[src/rtl/hs_pkg.sv]
package hs_pkg;

  typedef enum logic [1:0] {
    OP_IN   = 2'd0,
    OP_OUT  = 2'd1,
    OP_SEEK = 2'd2,
    OP_HOME = 2'd3
  } op_e;

  typedef enum logic [2:0] {
    S_IDLE   = 3'd0,
    S_DECIDE = 3'd1,
    S_SETUP  = 3'd2,
    S_PULSE  = 3'd3,
    S_GAP    = 3'd4
  } state_e;

  // interval between pulses for a given rate code
  function automatic int unsigned gap_len(int unsigned base, logic [1:0] rate);
    return base << rate;
  endfunction

endpackage

[src/rtl/hs_track_reg.sv]
module hs_track_reg #(
  parameter int TW = 8
) (
  input  logic          clk,
  input  logic          rst_n,
  input  logic          adv,
  input  logic          adv_in,
  input  logic          clr,
  output logic [TW-1:0] trk
);

  // next value after one emitted pulse; outward stops at zero
  function automatic logic [TW-1:0] track_after(logic [TW-1:0] cur, logic inward);
    if (inward)
      return cur + TW'(1);
    else if (cur == '0)
      return '0;
    else
      return cur - TW'(1);
  endfunction

  always_ff @(posedge clk or negedge rst_n) begin
    if (!rst_n)
      trk <= '0;
    else if (clr)
      trk <= '0;
    else if (adv)
      trk <= track_after(trk, adv_in);
  end

endmodule

[src/rtl/hs_zone.sv]
module hs_zone #(
  parameter int TW      = 8,
  parameter int ZONE_LO = 44,
  parameter int ZONE_HI = 76
) (
  input  logic [TW-1:0] trk,
  input  logic          rw_active,
  output logic          high_trk
);

  localparam int TOP_VAL = (1 << TW) - 1;

  logic above_lo;
  logic below_hi;

  assign above_lo = (int'(trk) >= ZONE_LO);

  generate
    if (ZONE_HI >= TOP_VAL) begin : g_open_top
      assign below_hi = 1'b1;
    end else begin : g_bounded
      assign below_hi = (int'(trk) <= ZONE_HI);
    end
  endgenerate

  assign high_trk = rw_active & above_lo & below_hi;

endmodule

[src/rtl/hs_seq.sv]
module hs_seq
  import hs_pkg::*;
#(
  parameter int TW       = 8,
  parameter int PULSE_W  = 4,
  parameter int BASE_GAP = 8
) (
  input  logic          clk,
  input  logic          rst_n,
  input  logic          cmd_valid,
  input  logic [1:0]    cmd_op,
  input  logic [TW-1:0] cmd_target,
  input  logic [1:0]    rate_sel,
  input  logic [TW-1:0] trk,
  input  logic          trk0,
  output logic          step_out,
  output logic          dir_out,
  output logic          busy,
  output logic          done,
  output logic          adv,
  output logic          clr
);

  localparam int MAX_GAP = BASE_GAP << 3;
  localparam int CNT_MAX = (PULSE_W > MAX_GAP) ? PULSE_W : MAX_GAP;
  localparam int CW      = $clog2(CNT_MAX + 1);

  state_e        state;
  op_e           op_q;
  logic [TW-1:0] tgt_q;
  logic [1:0]    rate_q;
  logic [CW-1:0] cnt;
  logic          moved;
  logic          dir_q;
  logic          done_q;
  logic          need_step;
  logic          want_in;

  always_comb begin
    need_step = 1'b0;
    want_in   = 1'b0;
    unique case (op_q)
      OP_IN:   begin need_step = !moved;        want_in = 1'b1; end
      OP_OUT:  begin need_step = !moved;        want_in = 1'b0; end
      OP_SEEK: begin need_step = (trk != tgt_q); want_in = (tgt_q > trk); end
      OP_HOME: begin need_step = !trk0;         want_in = 1'b0; end
      default: begin need_step = 1'b0;          want_in = 1'b0; end
    endcase
  end

  always_ff @(posedge clk or negedge rst_n) begin
    if (!rst_n) begin
      state  <= S_IDLE;
      op_q   <= OP_IN;
      tgt_q  <= '0;
      rate_q <= '0;
      cnt    <= '0;
      moved  <= 1'b0;
      dir_q  <= 1'b0;
      done_q <= 1'b0;
    end else begin
      done_q <= 1'b0;
      unique case (state)
        S_IDLE: begin
          if (cmd_valid) begin
            op_q   <= op_e'(cmd_op);
            tgt_q  <= cmd_target;
            rate_q <= rate_sel;
            moved  <= 1'b0;
            state  <= S_DECIDE;
          end
        end
        S_DECIDE: begin
          if (need_step) begin
            dir_q <= want_in;
            state <= S_SETUP;
          end else begin
            done_q <= 1'b1;
            state  <= S_IDLE;
          end
        end
        S_SETUP: begin
          cnt   <= CW'(PULSE_W - 1);
          state <= S_PULSE;
        end
        S_PULSE: begin
          if (cnt == '0) begin
            cnt   <= CW'(gap_len(BASE_GAP, rate_q) - 1);
            moved <= 1'b1;
            state <= S_GAP;
          end else begin
            cnt <= cnt - CW'(1);
          end
        end
        S_GAP: begin
          if (cnt == '0)
            state <= S_DECIDE;
          else
            cnt <= cnt - CW'(1);
        end
        default: state <= S_IDLE;
      endcase
    end
  end

  assign step_out = (state == S_PULSE);
  assign dir_out  = dir_q;
  assign busy     = (state != S_IDLE);
  assign done     = done_q;
  assign adv      = (state == S_PULSE) && (cnt == '0);
  assign clr      = (state == S_DECIDE) && (op_q == OP_HOME) && trk0;

endmodule

[src/rtl/head_step_ctrl.sv]
module head_step_ctrl
  import hs_pkg::*;
#(
  parameter int TW       = 8,
  parameter int PULSE_W  = 4,
  parameter int BASE_GAP = 8,
  parameter int ZONE_LO  = 44,
  parameter int ZONE_HI  = 76
) (
  input  logic          clk,
  input  logic          rst_n,
  input  logic          cmd_valid,
  input  logic [1:0]    cmd_op,
  input  logic [TW-1:0] cmd_target,
  input  logic [1:0]    rate_sel,
  input  logic          trk0,
  input  logic          rw_active,
  output logic          step_out,
  output logic          dir_out,
  output logic [TW-1:0] track_q,
  output logic          done,
  output logic          busy,
  output logic          high_trk
);

  // internal events, named for the checker
  logic trk_adv;
  logic trk_clr;

  hs_seq #(
    .TW(TW), .PULSE_W(PULSE_W), .BASE_GAP(BASE_GAP)
  ) u_seq (
    .clk(clk), .rst_n(rst_n),
    .cmd_valid(cmd_valid), .cmd_op(cmd_op), .cmd_target(cmd_target),
    .rate_sel(rate_sel), .trk(track_q), .trk0(trk0),
    .step_out(step_out), .dir_out(dir_out), .busy(busy), .done(done),
    .adv(trk_adv), .clr(trk_clr)
  );

  hs_track_reg #(.TW(TW)) u_trk (
    .clk(clk), .rst_n(rst_n),
    .adv(trk_adv), .adv_in(dir_out), .clr(trk_clr), .trk(track_q)
  );

  hs_zone #(.TW(TW), .ZONE_LO(ZONE_LO), .ZONE_HI(ZONE_HI)) u_zone (
    .trk(track_q), .rw_active(rw_active), .high_trk(high_trk)
  );

endmodule

[config.mk]
export PLATFORM = sky130hd
export DESIGN_NAME = head_step_ctrl
export DESIGN_NICKNAME = d
export VERILOG_FILES = /design/src/rtl/hs_pkg.sv /design/src/rtl/hs_track_reg.sv /design/src/rtl/hs_zone.sv /design/src/rtl/hs_seq.sv /design/src/rtl/head_step_ctrl.sv
export SDC_FILE = /design/constraint.sdc
export NUM_CORES = 1
export LEC_CHECK = 0
export ABC_AREA = 1
export BUFFER_PORTS_ARGS = -buffer_cell sky130_fd_sc_hd__buf_4
export CAP_MARGIN = 20
export CORE_UTILIZATION = 29
export CTS_BUF_LIST = sky130_fd_sc_hd__clkbuf_2 sky130_fd_sc_hd__clkbuf_4 sky130_fd_sc_hd__clkbuf_8
export CTS_CLUSTER_DIAMETER = 80
export DETAILED_ROUTE_END_ITERATION = 16
export GPL_ROUTABILITY_DRIVEN = 0
export MAX_ROUTING_LAYER = met4
export SLEW_MARGIN = 10
export SYNTH_ARGS = -nofsm -noshare
export SYNTH_HDL_FRONTEND = slang
export SYNTH_SLANG_ARGS = --single-unit
[constraint.sdc]
create_clock -name clk -period 3.2 [get_ports clk]
set_clock_uncertainty 0.2 [all_clocks]
set_input_delay 0 -clock clk [delete_from_list [all_inputs] [get_ports clk]]
set_output_delay 0 -clock clk [all_outputs]
set_load 0.005 [all_outputs]
==> results of run 1 <==
==> layout make-up <==
class / count / area [sq um]
Timing Repair Buffer: 52 / 445
Inverter: 37 / 144
Sequential cell: 33 / 826
Tap cell: 99 / 124
Fill cell: 762 / 4440
Clock buffer: 7 / 90.1
Multi-Input combinational cell: 228 / 1190
==> flip-flops by register name, summed over array words and instances, names as in the netlist <==
register       flops
u_seq.dir_out      1
u_seq.op_q         2
u_seq.rate_q       2
u_trk.trk          8
u_seq.tgt_q        8
u_seq.state        3
u_seq.cnt          7
u_seq.moved        1
u_seq.done         1
==> stage by stage <==
| step | cell area (sq um) | hold WS (ps) | std cells | util (%) |
|---|---|---|---|---|
| floorplan | 2180 | -496 | 303 | - |
| global placement | 2500 | -221 | 427 | 34.5 |
| detailed placement | 2500 | -212 | 427 | 34.5 |
| CTS | 2820 | 15.7 | 456 | 38.8 |
| global route | 2820 | 60.9 | 456 | 38.8 |
| finish | 2820 | -8.22 | 456 | 38.8 |
==> worst max path at each step <==
stage	end	slack [ps]
after CTS	u_seq.tgt_q[1]	1120
after floorplan	u_seq.dir_out	1490
after detailed placement	u_seq.done	1320
after global routing	u_seq.tgt_q[7]	930
final	u_seq.tgt_q[1]	1140
after global placement	u_seq.done	1400
==> worst reg2reg max path, cell delays in order (launching register included) <==
cell and delay, ps:
dfrtp_1 450, nor2_2 180, nand3_1 90, buf_4 190
inv_2 210, nand2_1 100, nand2_1 60, dlygate4sd3_1 530
==> report_power, final <==
group | leakage, uW | total, uW | internal (uW) | switching, uW
logic | 0.00107 | 38.6 | 24.1 | 14.5
registers | 0.000399 | 417 | 417 | 0
clock network | 0.0000477 | 329 | 179 | 150
==> Yosys cell counts <==
library cell	number	area share, %
nand3_1	21	4.8
nand3b_1	1	0.34
buf_2	5	1.1
nand3_2	1	0.46
a211oi_1	2	0.69
a21o_1	2	0.69
xnor2_1	2	0.80
inv_2	8	1.4
nor4_1	1	0.29
ha_1	13	7.5
a21oi_1	6	1.4
o211ai_1	1	0.34
nor3_2	1	0.46
nand4_1	6	1.7
nor2_8	1	0.92
xor2_1	4	1.6
dfrtp_1	33	38
nor3_1	1	0.23
inv_4	2	0.57
nor2_1	18	3.1
nand2_1	113	19
nand2_4	3	1.5
inv_1	27	4.6
nand2_2	4	1.1
a32oi_1	1	0.40
o22ai_1	1	0.29
o21ai_0	9	2.1
o21ai_1	11	2.5
nor2_4	1	0.52
nor2_2	4	1.1
==> routing by layer <==
| layer | GRT usage (%) | part of all wire (%) |
|---|---|---|
| met5 | - | 0 |
| met4 | 6.16 | 2.0 |
| met3 | 2.52 | 3.0 |
| met2 | 26.7 | 48 |
| met1 | 18.7 | 47 |
==> cell usage in the layout (no fill, tap or decap), types with 2 or more instances in the layout <==
cell	n
nand2_1	113
dfrtp_1	33
buf_4	30
inv_1	27
dlygate4sd3_1	22
nand3_1	21
nor2_1	18
ha_1	13
o21ai_1	11
o21ai_0	9
inv_2	8
a21oi_1	6
nand4_1	6
clkbuf_8	6
nor2_2	4
nand2_2	4
xor2_1	4
nand2_4	3
a211oi_1	2
inv_4	2
a21o_1	2
xnor2_1	2
==> kinds of logic after synthesis <==
kind of cell | share of synthesized area [%]
buffers and inverters | 7.75
adder cells (fa/ha/maj) | 7.46
AND/OR/NAND/NOR | 36.1
XOR/XNOR | 2.41
AO/OA/AOI/OAI | 8.38
flip-flops | 37.9
==> timing repair <==
| item | in CTS | in global routing |
|---|---|---|
| setup buffers | 0 | 0 |
| hold buffers | 22 | 0 |
| hold endpoints to repair | 50 | 0 |
==> metrics.md, run 1 <==
| Metric | Value |
|---|---|
| Leakage | 0.00152 uW |
| FP Rows | 31 |
| CP startpoint | u_seq.state[1] |
| Crit. End Element | flop |
| Drt drc | 0 |
| Drt pass-1 iters | 4 |
| Area of the mapped netlist | 2180 sq um |
| CP Cell Sequence | nor2_2 -> nand3_1 -> buf_4 -> inv_2 -> nand2_1 -> nand2_1 -> dlygate4sd3_1 |
| WP data arrival | 2090 ps |
| Avg Inst Size Synth | 7.20 sq um |
| Wirelength per Cell | 11.6 microns |
| Power Dens Cells | 279 nW/um^2 |
| H-tree depth | 2 |
| Die width | 88.7 microns |
| I/O pin cnt | 30 |
| Routed via count | 2116 |
| Vias in the first global route | 2108 |
| Dpl ws | 1320 ps |
| Largest net degree at the start of global routing | 34 |
| Max Fclk | 484 MHz |
| Family with the most delay on the worst path | buffers and inverters |
| HPWL Detailed | 3900 microns |
| Root buffer cell | clkbuf_8 |
| Most used cell, CP | nand2_1 |
| FF-to-FF Start | u_seq.state[1] |
| Hold_ws | -8.22 ps |
| DR iter-0 viols | 128 |
| Initial antenna violation count | 0 |
| Clk sink count | 33 |
| Clock transition at path regs | 70 ps |
| R2R setup slack | 1140 ps |
| Reg2reg end | u_seq.tgt_q[1] |
| Final slew viol count | 0 |
| GRT Total Usage | 15.8% |
| First-pass GRT wire length | 9210 microns |
| Antenna Nets Post-Route | 0 |
| Synthesis-to-finish area growth | 29.1% |
| Kind of critical path | flop to flop |
| Min cycle time layout | 2060 ps |
| Die Footprint | 7870 sq um |
| Syn Nets | 333 |
| CP max FO | 14 |
| Vias per inst | 4.64 |
| Yosys warns | 0 |
| Slew HR | 70.2% |
| Core region area | 7250 sq um |
| Critical Path RT | 3230 ps |
| Seq/Total Area, Yosys | 37.9% |
| Yosys reg bits | 33 |
| Ant diodes | 0 |
| Failing checks | negative hold slack |
| CTS tree | built |
| Slowest CP cell | dlygate4sd3_1 |
| WL final | 5310 microns |
| Overall power | 784 uW |
| Final setup fails | 0 |
| Die H | 88.7 microns |
| Buf/Inv on CP | 3 |
| Hold Path Class | input port to asynchronous set/reset pin |
| # port buffers | 29 |
| Status | finished, violations left |
| Worst slew pin tran | 447 ps |
| Clock Path Buffers | 2 |
| Launching element type of the critical path | flop |
| Worst path depth | 7 |
| RSZ-0062 raised after global routing | false |
| Grt total ovfl | 0 |
| Post-Route Setup TNS | 0 ps |
| Synthesized instance count | 303 |
| Clock latency on the worst-skew pair | 290 ps |
| Period utilisation layout | 64.5% |
| Final Hold Viols | 5 |
| Post-cts resize count | 0 |
| Max stage delay on crit path | 530 ps |
| CTS buffer count | 5 |
| Max cap viols | 0 |
| Unique masters post-synth | 30 |
| Final worst-path setup slack | 1140 ps |
| Total Nets Final | 387 |
| Worst R2R Path Depth | 7 |
| Peak VDD IR | 0.130 mV |
| Share of layout cells above drive strength 1 | 17.4% |
| Initial Utilization | 30.1% |
Note: power is estimated with default switching activity, not from simulation.
==> run 2: changes to the inputs <==
clock period = 1.8 ns   (was 3.2 ns; I/O delays follow)
==> run 2 against run 1 <==
The run still ends with negative hold slack left. Wire length shrank 5.3%. Sequential share of layout area down 0.21 points. Die area is the same. Register-to-register slack worse by 1000 ps. Worst hold slack better by 5.5 ps. Clock power is 71% higher. Critical path depth up 3. Non-clock buffer count increased by 4. Global-route usage is 1.1 points lower. Critical path type unchanged. Largest cell class unchanged.
==> metrics.md, run 2 (synthesis gave the netlist of run 1 again) <==
| Metric | Value |
|---|---|
| Status | finished, violations left (unchanged) |
| Failing checks | negative hold slack (unchanged) |
| Peak VDD IR | 0.214 mV (was 0.130 mV) |
| Max cap viols | 0 (unchanged) |
| Min cycle time layout | 1690 ps (was 2060 ps) |
| Max Fclk | 590 MHz (was 484 MHz) |
| Wirelength per Cell | 10.9 microns (was 11.6 microns) |
| Commonest non-fill, non-tap cells in the layout | nand2_1 (113), buf_4 (41), dfrtp_1 (33) (was nand2_1 (113), dfrtp_1 (33), buf_4 (30)) |
| Power Dens Cells | 483 nW/um^2 (was 279 nW/um^2) |
| Largest net degree at the start of global routing | 34 (unchanged) |
| Hold_ws | -2.72 ps (was -8.22 ps) |
| Biggest regs | u_seq.tgt_q (8), u_trk.trk (8), u_seq.cnt (7) (unchanged) |
| Antenna Nets Post-Route | 0 (unchanged) |
| First-pass GRT wire length | 8630 microns (was 9210 microns) |
| Final slew viol count | 0 (unchanged) |
| Post-Route Setup TNS | 0 ps (unchanged) |
| GRT Total Usage | 14.7% (was 15.8%) |
| HPWL Detailed | 3800 microns (was 3900 microns) |
| FP Rows | 31 (unchanged) |
| Die Footprint | 7870 sq um (unchanged) |
| Worst R2R Path Depth | 10 (was 7) |
| RSZ-0062 raised after global routing | false (unchanged) |
| DR iter-0 viols | 106 (was 128) |
| CTS buffer count | 5 (unchanged) |
| Drt pass-1 iters | 4 (unchanged) |
| R2R setup slack | 110 ps (was 1140 ps) |
| Die H | 88.7 microns (unchanged) |
| CP max FO | 3 (was 14) |
| Critical Path RT | 1770 ps (was 3230 ps) |
| Vias in the first global route | 2002 (was 2108) |
| Final Hold Viols | 5 (unchanged) |
| Reg2reg end | u_seq.dir_out (was u_seq.tgt_q[1]) |
| Synthesis-to-finish area growth | 30.0% (was 29.1%) |
| Final setup fails | 0 (unchanged) |
| Hold Path Class | input port to asynchronous set/reset pin (unchanged) |
| Share of layout cells above drive strength 1 | 21.8% (was 17.4%) |
| H-tree depth | 2 (unchanged) |
| Crit. End Element | flop (unchanged) |
| Total Nets Final | 391 (was 387) |
| FF-to-FF Start | u_trk.trk[3] (was u_seq.state[1]) |
| WL final | 5030 microns (was 5310 microns) |
| Launching element type of the critical path | flop (unchanged) |
| Vias per inst | 4.55 (was 4.64) |
| I/O pin cnt | 30 (unchanged) |
| Root buffer cell | clkbuf_8 (unchanged) |
| Kind of critical path | flop to flop (unchanged) |
| Core region area | 7250 sq um (unchanged) |
| Die width | 88.7 microns (unchanged) |
| FILL cells | 761 (was 762) |
| Overall power | 1370 uW (was 784 uW) |
| Drt drc | 0 (unchanged) |
| Period utilisation layout | 94.1% (was 64.5%) |
| CTS tree | built (unchanged) |
| Clock Path Buffers | 2 (unchanged) |
| Leading cell type in the layout, fill and taps excluded | nand2_1 (unchanged) |
| Clock transition at path regs | 70 ps (about the same) |
| Worst slew pin tran | 438 ps (was 447 ps) |
| Initial Utilization | 30.1% (unchanged) |
| WP data arrival | 1670 ps (was 2090 ps) |
| Routed via count | 2096 (was 2116) |
| Slew HR | 70.8% (was 70.2%) |
| Initial antenna violation count | 0 (unchanged) |
| Ant diodes | 0 (unchanged) |
| Clock latency on the worst-skew pair | 290 ps (about the same) |
| Clk sink count | 33 (unchanged) |
| Leakage | 0.00152 uW (about the same) |
| # port buffers | 29 (unchanged) |
| Grt total ovfl | 0 (unchanged) |
run 2: worst max-delay path by stage:
stage	startpoint	to	slack (ps)	cells after the start
final	u_trk.trk[3]	u_seq.dir_out	110	10
after global routing	u_trk.trk[3]	u_seq.dir_out	2	10
after CTS	u_trk.trk[0]	high_trk	40	5
after detailed placement	u_trk.trk[1]	u_seq.done	60	8
after global placement	u_trk.trk[1]	u_seq.done	90	8
after floorplan	u_trk.trk[3]	u_seq.dir_out	90	11
run 2: layout make-up:
type | count | area [sq um] | share of cell area (%)
well taps | 99 | 124 | 4.37
repair buffers | 56 | 458 | 16.2
clock inverters | 2 | 10.0 | 0.353
inverters | 37 | 144 | 5.08
clock buffers | 6 | 76.3 | 2.69
multi-input cells | 228 | 1200 | 42.2
flip-flops and latches | 33 | 826 | 29.1
run 2: critical path, cell delays in order, from the launching register on:
cell and delay, ps:
dfrtp_1 380, inv_1 120, ha_1 260, nand2_1 90, nor2_1 50, nand2_1 60
nand2_1 60, nand2_1 110, nand2_1 80, nor2_1 110, a21oi_1 70
run 2: routing by layer:
layer | GRT usage, % | routed length (microns) | up-vias
met1 | 17.1 | 2340 | 966
met3 | 2.52 | 176 | 8
met5 | - | 0 | -
met2 | 24.8 | 2430 | 38
li1 | - | - | 1084
met4 | 6.45 | 74 | 0
run 2: per-stage QoR:
stage | worst slack (ps) | instance area [sq um] | hold WS, ps | util, % | cells
after global placement | 94.9 | 2580 | -226 | 35.6 | 437
after CTS | 42.6 | 2820 | 25.5 | 38.8 | 460
after detailed placement | 56.2 | 2580 | -219 | 35.6 | 437
after floorplan | 89.1 | 2180 | -496 | - | 303
after global routing | 1.90 | 2840 | 40.1 | 39.1 | 461
final | 106 | 2840 | -2.72 | 39.1 | 461
run 2: repair_timing:
item,in CTS,in global routing
endpoints found under the hold margin,48,0
resized for setup,2,3
endpoints found under the setup margin,1,6
setup buffers,0,1
pin swaps,0,2
hold buffers,15,0
run 2: where the power goes:
group	leakage, uW	internal [uW]	switching [uW]
logic	0.00107	42.8	25.0
registers	0.000399	741	0
clock network	0.0000484	283	278
total	0.00152	1070	303
==> run 3: changes to the inputs <==
GPL_ROUTABILITY_DRIVEN = default   (was 0)
SLEW_MARGIN = 15   (was 10)
clock period = 2 ns   (was 1.8 ns; I/O delays follow)
==> run 3 against run 2 <==
Die area unchanged. The run still ends with negative hold slack left. Flip-flop and latch count did not move. Sequential share of layout area is 0.26 points higher. Total power increased by 2.4%. Design area down 0.75%. Setup slack improved by 94 ps. First-iteration DRC count fell by 19%. Via count decreased by 1.9%. Non-clock buffer count decreased by 6. Register-to-register slack improved by 110 ps.
==> metrics.md, run 3 (synthesis gave the netlist of run 1 again) <==
| Metric | Value |
|---|---|
| Status | finished, violations left (unchanged) |
| Failing checks | negative hold slack (unchanged) |
| Final Hold Viols | 5 (unchanged) |
| Leakage | 0.00151 uW (was 0.00152 uW) |
| Peak VDD IR | 0.246 mV (was 0.214 mV) |
| # port buffers | 29 (unchanged) |
| CP max FO | 6 (was 3) |
| Grt total ovfl | 0 (unchanged) |
| Post-Route Setup TNS | 0 ps (unchanged) |
| Drt drc | 0 (unchanged) |
| Clock latency on the worst-skew pair | 290 ps (about the same) |
| Drt pass-1 iters | 4 (unchanged) |
| Clock Path Buffers | 2 (unchanged) |
| Period utilisation layout | 90.0% |
| Hold Path Class | input port to asynchronous set/reset pin (unchanged) |
| GRT Total Usage | 14.9% (was 14.7%) |
| Max Fclk | 556 MHz |
| RSZ-0062 raised after global routing | false (unchanged) |
| WP data arrival | 1600 ps (was 1670 ps) |
| Die H | 88.7 microns (unchanged) |
| Core region area | 7250 sq um (unchanged) |
| Worst slew pin tran | 439 ps (was 438 ps) |
| HPWL Detailed | 3800 microns (about the same) |
| Initial Utilization | 30.1% (unchanged) |
| Final setup fails | 0 (unchanged) |
| Wirelength per Cell | 11.1 microns (was 10.9 microns) |
| Vias per inst | 4.52 (was 4.55) |
| Final slew viol count | 0 (unchanged) |
| Crit. End Element | primary output (was flop) |
| Power Dens Cells | 498 nW/um^2 (was 483 nW/um^2) |
| Area after DPL | 2540 sq um (was 2580 sq um) |
| GP Congestion | 0.855 |
| WL final | 5040 microns (was 5030 microns) |
| CTS tree | built (unchanged) |
| Clk sink count | 33 (unchanged) |
| Initial antenna violation count | 0 (unchanged) |
| Biggest regs | u_seq.tgt_q (8), u_trk.trk (8), u_seq.cnt (7) (unchanged) |
| Dpl ws | 177 ps (was 56.2 ps) |
| Utilization after layout | 38.8% (was 39.1%) |
| Kind of critical path | flop to primary output (was flop to flop) |
| Total Nets Final | 385 (was 391) |
| Ant diodes | 0 (unchanged) |
| Antenna Nets Post-Route | 0 (unchanged) |
| Commonest non-fill, non-tap cells in the layout | nand2_1 (113), buf_4 (35), dfrtp_1 (32) (was nand2_1 (113), buf_4 (41), dfrtp_1 (33)) |
| CTS buffer count | 5 (unchanged) |
| Final Instance Area | 2810 sq um (was 2840 sq um) |
| Min cycle time layout | 1800 ps |
| H-tree depth | 2 (unchanged) |
| First-pass GRT wire length | 8810 microns (was 8630 microns) |
| Max cap viols | 0 (unchanged) |
| Die Footprint | 7870 sq um (unchanged) |
| Hold_ws | -8.98 ps (was -2.72 ps) |
| Clock transition at path regs | 70 ps (about the same) |
| Largest net degree at the start of global routing | 34 (unchanged) |
| FP Rows | 31 (unchanged) |
| Root buffer cell | clkbuf_8 (unchanged) |
| FILL cells | 764 (was 761) |
| DR iter-0 viols | 86 (was 106) |
| Critical Path RT | 1800 ps (was 1770 ps) |
| Leading cell type in the layout, fill and taps excluded | nand2_1 (unchanged) |
| Synthesis-to-finish area growth | 29.0% (was 30.0%) |
| I/O pin cnt | 30 (unchanged) |
| Die width | 88.7 microns (unchanged) |
| Launching element type of the critical path | flop (unchanged) |
| Share of layout cells above drive strength 1 | 19.4% (was 21.8%) |
| Final worst-path setup slack | 200 ps (was 106 ps) |
| Slew HR | 70.8% (about the same) |
| Vias in the first global route | 1979 (was 2002) |
| Routed via count | 2056 (was 2096) |
-- run 3: cell count changes in the layout (fill, tap and decap cells not counted), sizes merged --
cell    before  now
buf         41   35
clkbuf       6    7
clkinv       2    0
bufinv       0    1
-- run 3: per-layer routing --
| layer | vias up | global-route usage, % | routed length, microns |
|---|---|---|---|
| li1 | 1067 | - | - |
| met3 | 9 | 2.71 | 191 |
| met1 | 942 | 18.0 | 2350 |
| met4 | 0 | 5.57 | 82 |
| met5 | - | - | 0 |
| met2 | 38 | 24.8 | 2420 |
-- run 3: worst paths after layout --
| kind | end | slack, ps | startpoint | depth (start not counted) |
|---|---|---|---|---|
| worst max register to register | u_seq.dir_out | 220 | u_trk.trk[7] | 10 |
| worst max-delay path | high_trk | 200 | u_trk.trk[0] | 5 |
| worst min register to register | u_seq.tgt_q[2] | 280 | u_seq.tgt_q[2] | 2 |
| worst min-delay path | u_trk.trk[0] | -9 | rst_n | 2 |
| max in group asynchronous | u_trk.trk[7] | 1280 | rst_n | 2 |
| min in group clk | high_trk | 130 | rw_active | 4 |
-- run 3: worst max-delay path, cell delays in order, from the launching register on --
cell      delay (ps)
dfrtp_1          430
inv_1            190
ha_1             210
o21ai_0          110
a211oi_1         240
buf_4            140
-- run 3: what timing repair did --
action,4_1_cts,5_1_grt
gates resized for setup,0,1
hold buffers,15,0
setup buffers,0,0
hold endpoints to repair,50,0
setup endpoints to repair,0,2
-- run 3: final cells by class --
class                      instances  area [sq um]  area share, %
multi-input combinational        228          1190           42.2
sequential                        33           827           29.4
timing repair buffer              50           413           14.7
inverter                          37           144           5.11
tap                               99           124           4.40
clock buffer                       7          90.1           3.20
clock inverter                     1          30.0           1.07
-- run 3: power breakdown --
part | total, uW | internal (uW) | leakage (uW) | switching, uW
combinational | 61.2 | 38.5 | 0.00105 | 22.7
clock | 674 | 420 | 0.0000619 | 255
sequential | 667 | 667 | 0.000399 | 0
-- run 3: through the flow --
stage	instances	hold WS, ps	total power, uW
global route	455	51.4	1460
floorplan	303	-496	680
global placement	432	-216	720
CTS	455	11.8	1430
detailed placement	432	-216	720
finish	455	-8.98	1400
